File: src/rtl/fss_pkg.sv
package fss_pkg;
  localparam logic START_LVL = 1'b1;
  localparam logic STOP_LVL  = 1'b0;

  // Alignment payload: upper half ones, lower half zeros.
  function automatic logic [63:0] sync_pattern(input int unsigned width);
    logic [63:0] pat;
    pat = '0;
    for (int unsigned k = 0; k < 64; k++) begin
      if (k < width && k >= width / 2) pat[k] = 1'b1;
    end
    return pat;
  endfunction
endpackage

File: src/rtl/fss_bit_counter.sv
module fss_bit_counter #(
  parameter int SYM_W = 20
) (
  input  logic clk,
  input  logic rst,
  input  logic bit_en,
  output logic load,
  output logic last
);
  localparam int PW = $clog2(SYM_W);
  localparam logic [PW-1:0] LAST_POS = PW'(SYM_W - 1);

  logic [PW-1:0] pos;

  always_ff @(posedge clk) begin
    if (rst) begin
      pos <= '0;
    end else if (bit_en) begin
      pos <= (pos == LAST_POS) ? '0 : pos + 1'b1;
    end
  end

  assign load = bit_en && (pos == '0);
  assign last = bit_en && (pos == LAST_POS);

  p_wrap_r9: assert property (@(posedge clk) disable iff (rst)
    last |=> (pos == '0));
  p_pos_hold_r7: assert property (@(posedge clk) disable iff (rst)
    !bit_en |=> $stable(pos));
endmodule

File: src/rtl/fss_payload_mux.sv
module fss_payload_mux #(
  parameter int PAYLOAD_W = 18
) (
  input  logic [PAYLOAD_W-1:0] data,
  input  logic                 valid,
  input  logic                 sync_req,
  output logic [PAYLOAD_W-1:0] payload
);
  import fss_pkg::*;
  localparam logic [63:0] SYNC_FULL = sync_pattern(PAYLOAD_W);
  localparam logic [PAYLOAD_W-1:0] SYNC_WORD = SYNC_FULL[PAYLOAD_W-1:0];

  always_comb begin
    if (sync_req)   payload = SYNC_WORD;
    else if (valid) payload = data;
    else            payload = '0;
  end
endmodule

File: src/rtl/fss_shifter.sv
module fss_shifter #(
  parameter int PAYLOAD_W = 18
) (
  input  logic                 clk,
  input  logic                 rst,
  input  logic                 bit_en,
  input  logic                 load,
  input  logic [PAYLOAD_W-1:0] payload,
  output logic                 ser_out
);
  import fss_pkg::*;
  localparam int SH_W = PAYLOAD_W + 1;

  logic [SH_W-1:0] shreg;

  always_ff @(posedge clk) begin
    if (rst) begin
      shreg   <= '0;
      ser_out <= STOP_LVL;
    end else if (load) begin
      ser_out <= START_LVL;
      shreg   <= {payload, STOP_LVL};
    end else if (bit_en) begin
      ser_out <= shreg[SH_W-1];
      shreg   <= {shreg[SH_W-2:0], 1'b0};
    end
  end

  p_start_r2: assert property (@(posedge clk) disable iff (rst)
    load |=> (ser_out == START_LVL));
  p_line_hold_r7: assert property (@(posedge clk) disable iff (rst)
    !bit_en |=> $stable(ser_out));
endmodule

File: src/rtl/fss_serializer.sv
module fss_serializer #(
  parameter int PAYLOAD_W = 18
) (
  input  logic                 clk,
  input  logic                 rst,
  input  logic                 bit_en,
  input  logic [PAYLOAD_W-1:0] data,
  input  logic                 valid,
  input  logic                 sync_req,
  output logic                 ser_out
);
  import fss_pkg::*;
  localparam int SYM_W = PAYLOAD_W + 2;

  logic                 load;
  logic                 last;
  logic [PAYLOAD_W-1:0] payload;

  fss_bit_counter #(.SYM_W(SYM_W)) u_cnt (
    .clk(clk), .rst(rst), .bit_en(bit_en), .load(load), .last(last)
  );

  fss_payload_mux #(.PAYLOAD_W(PAYLOAD_W)) u_mux (
    .data(data), .valid(valid), .sync_req(sync_req), .payload(payload)
  );

  fss_shifter #(.PAYLOAD_W(PAYLOAD_W)) u_sh (
    .clk(clk), .rst(rst), .bit_en(bit_en), .load(load),
    .payload(payload), .ser_out(ser_out)
  );

  // Stop bit leaves the shifter on the final slot of every symbol.
  p_stop_r2: assert property (@(posedge clk) disable iff (rst)
    last |=> (ser_out == STOP_LVL));
  // Boundary edge: line was low before the start bit goes out.
  p_rise_r9: assert property (@(posedge clk) disable iff (rst)
    load |=> (ser_out && !$past(ser_out)));
endmodule

File: config.mk
export PLATFORM = sky130hd
export DESIGN_NAME = fss_serializer
export DESIGN_NICKNAME = d
export VERILOG_FILES = /design/src/rtl/fss_pkg.sv /design/src/rtl/fss_bit_counter.sv /design/src/rtl/fss_payload_mux.sv /design/src/rtl/fss_shifter.sv /design/src/rtl/fss_serializer.sv
export SDC_FILE = /design/constraint.sdc
export NUM_CORES = 1
export LEC_CHECK = 0
export ABC_AREA = 1
export BUFFER_PORTS_ARGS = -buffer_cell sky130_fd_sc_hd__buf_2
export CORE_MARGIN = 3
export CORE_UTILIZATION = 41
export CTS_BUF_LIST = sky130_fd_sc_hd__clkbuf_16
export DETAILED_ROUTE_END_ITERATION = 12
export HOLD_SLACK_MARGIN = 0.08
export PLACE_DENSITY_LB_ADDON = 0.08
export SLEW_MARGIN = 40
export SYNTH_ARGS = -nofsm -noshare
export SYNTH_HDL_FRONTEND = slang
export SYNTH_HIERARCHICAL = 1
export SYNTH_SLANG_ARGS = --single-unit
export TNS_END_PERCENT = 100
File: constraint.sdc
create_clock -name clk -period 1.6 [get_ports clk]
set_input_delay 0.16 -clock clk [delete_from_list [all_inputs] [get_ports clk]]
set_output_delay 0.16 -clock clk [all_outputs]
set_load 0.02 [all_outputs]
==> out/results.txt <==
post-layout min period: 1.382 ns
Mapped Area: 1360 um2
Mapped Nets: 243
Most common cell on crit path: nand2_1
Worst-path clk slew: 0.06 ns
number of max-cap violations: 0
vias: 1288
CTS Sinks: 24
max incr delay on CP: 0.32 ns
Clock Skews: 0.001168 ns
WL/cell: 9.961 um
detailed placement HPWL: 1926 um
CTS tree: built
drt first pass iters: 4
worst path required time: 1.75 ns
Non-Filler Instances: 282
CP endpoint kind: flip-flop
final WL: 2809 um
Synth Instances: 218
critical path fanouts, max: 19
PortBufs: 23
synthesized area per cell: 6.239 um2
hold-fix buffers at CTS: 0
Area Overhead vs Synth: 15.09%
Largest delay share family, worst path: simple AND/OR/NAND/NOR gates
Tcrit/Tclk final: 86.37%
GRT Util Overall: 15.08%
first-pass GRT wire length: 4974 um
VDD IR-drop max: 0.6676 mV
CP Buf/Inv Count: 3
DIE AREA: 4044 um2
critical path's slowest cell: dfxtp_1
Clock Latency Late Sink: 0.25 ns
Die Span Y: 63.60 um
# IOs: 24
Warnings, synthesis: 6
largest net degree at the start of global routing: 24
antenna violations before repair: 0
cell-by-cell trace of the critical path: inv_1 -> ha_1 -> nand2_1 -> nor2_4 -> nor2_4 -> buf_12 -> nand2_1 -> nand3_1 -> nand2_1 -> inv_1
htree depth: 1
Iter 0 DRT Violations: 57
CTS Buffer Depth: 2
kind of critical path: flip-flop to flip-flop
Final nets: 265
Max Slew Vio Count: 0
std cell rows: 20
Post-Route Utilization: 50.44%
Vias/cell: 4.567
setup violators final: 0
Slew HR: 67.09%
n_diodes: 0
Post-Place Cells: 279
post-route ant nets: 0
GP Congestion: 0.7577
CTS Root Cell: clkbuf_16
drt drc: 0
Core Region: 3103 um2
initial core utilization: 43.83%
gr ovfl total: 0
share of cells above drive strength 1: 15.55%
Lkg Pwr: 0.8438 nW
status: finished clean
Worst EP arrival: 1.54 ns
CP Launch Type: flip-flop
Max Freq: 723.6 MHz
vias in the first global route: 1134
RSZ-0062 raised after global routing: false
min-delay worst type: input port to flip-flop
Die Wd: 63.60 um
setup tns final: 0 ns
worst-margin pin slew: 0.4931 ns
TritonCTS Buffers: 3
power per cell area: 907.3 nW/um2
Final Hold Viols: 0
layout by cell type, fill, tap and decap left out:
master / n
buf_2: 23
buf_4: 3
xor2_1: 1
buf_12: 1
clkbuf_16: 3
nand2_1: 95
inv_2: 1
inv_4: 1
nand4_1: 1
a21oi_1: 5
o21ai_1: 1
nor2_2: 1
dfxtp_1: 24
nand3_1: 32
o21bai_2: 1
nor2_4: 2
a211oi_1: 1
inv_1: 24
nand2_2: 1
nor2_1: 15
ha_1: 2
registers in the layout (all words and copies together) (netlist names):
name,flops
u_sh/shreg,18
u_cnt/pos,5
u_sh/ser_out,1
final cells by class:
cell class / count / area (um2)
fillers: 333 / 1538
well taps: 44 / 55.05
clock buffers: 3 / 75.07
multi-input cells: 158 / 696.9
repair buffers: 27 / 157.7
inverters: 26 / 100.1
flip-flops and latches: 24 / 480.5
per-layer routing:
metal / GRT usage [%] / part of all wire [%]
met1: 20.74 / 50
met2: 23.73 / 42
met3: 4.278 / 7.1
met4: 2.426 / 0.75
met5: 0 / 0
repair_timing:
| action | CTS | global route |
|---|---|---|
| gates resized for setup | 0 | 4 |
| setup endpoints to repair | 0 | 17 |
| hold endpoints to repair | 0 | 0 |
| buffers inserted | 0 | 0 |
power breakdown:
part / internal [mW] / switching [mW] / leakage [nW] / total (mW)
sequential: 0.630 / 0.0170 / 0.196 / 0.647
combinational: 0.0943 / 0.147 / 0.611 / 0.242
clock: 0.330 / 0.201 / 0.0370 / 0.531
worst paths after layout:
kind / start / end / slack, ns / cells after the start
hold / removal: rst / u_sh/ser_out / 0.17 / 2
setup / recovery: u_cnt/pos[0] / u_sh/shreg[10] / 0.22 / 10
hold reg to reg: u_sh/shreg[17] / u_sh/shreg[17] / 0.47 / 2
setup reg to reg: u_cnt/pos[0] / u_sh/shreg[10] / 0.22 / 10
metrics by stage:
step	hold slack [ns]	cell area (um2)	power (mW)	setup WS (ns)
floorplan	0.2291	1360	0.8359	0.1903
global placement	0.4396	1480	0.8984	0.09927
detailed placement	0.4438	1480	0.8972	0.05233
CTS	0.1732	1555	1.427	0.03190
global route	0.1918	1565	1.497	0.04292
finish	0.1686	1565	1.420	0.2181
worst register-to-register path: stages, from the launching register on:
cell and delay (ns):
dfxtp_1 0.32, inv_1 0.08, ha_1 0.15, nand2_1 0.08, nor2_4 0.20, nor2_4 0.07
buf_12 0.15, nand2_1 0.06, nand3_1 0.06, nand2_1 0.07, inv_1 0.04
(Power assumes the default switching activity.)
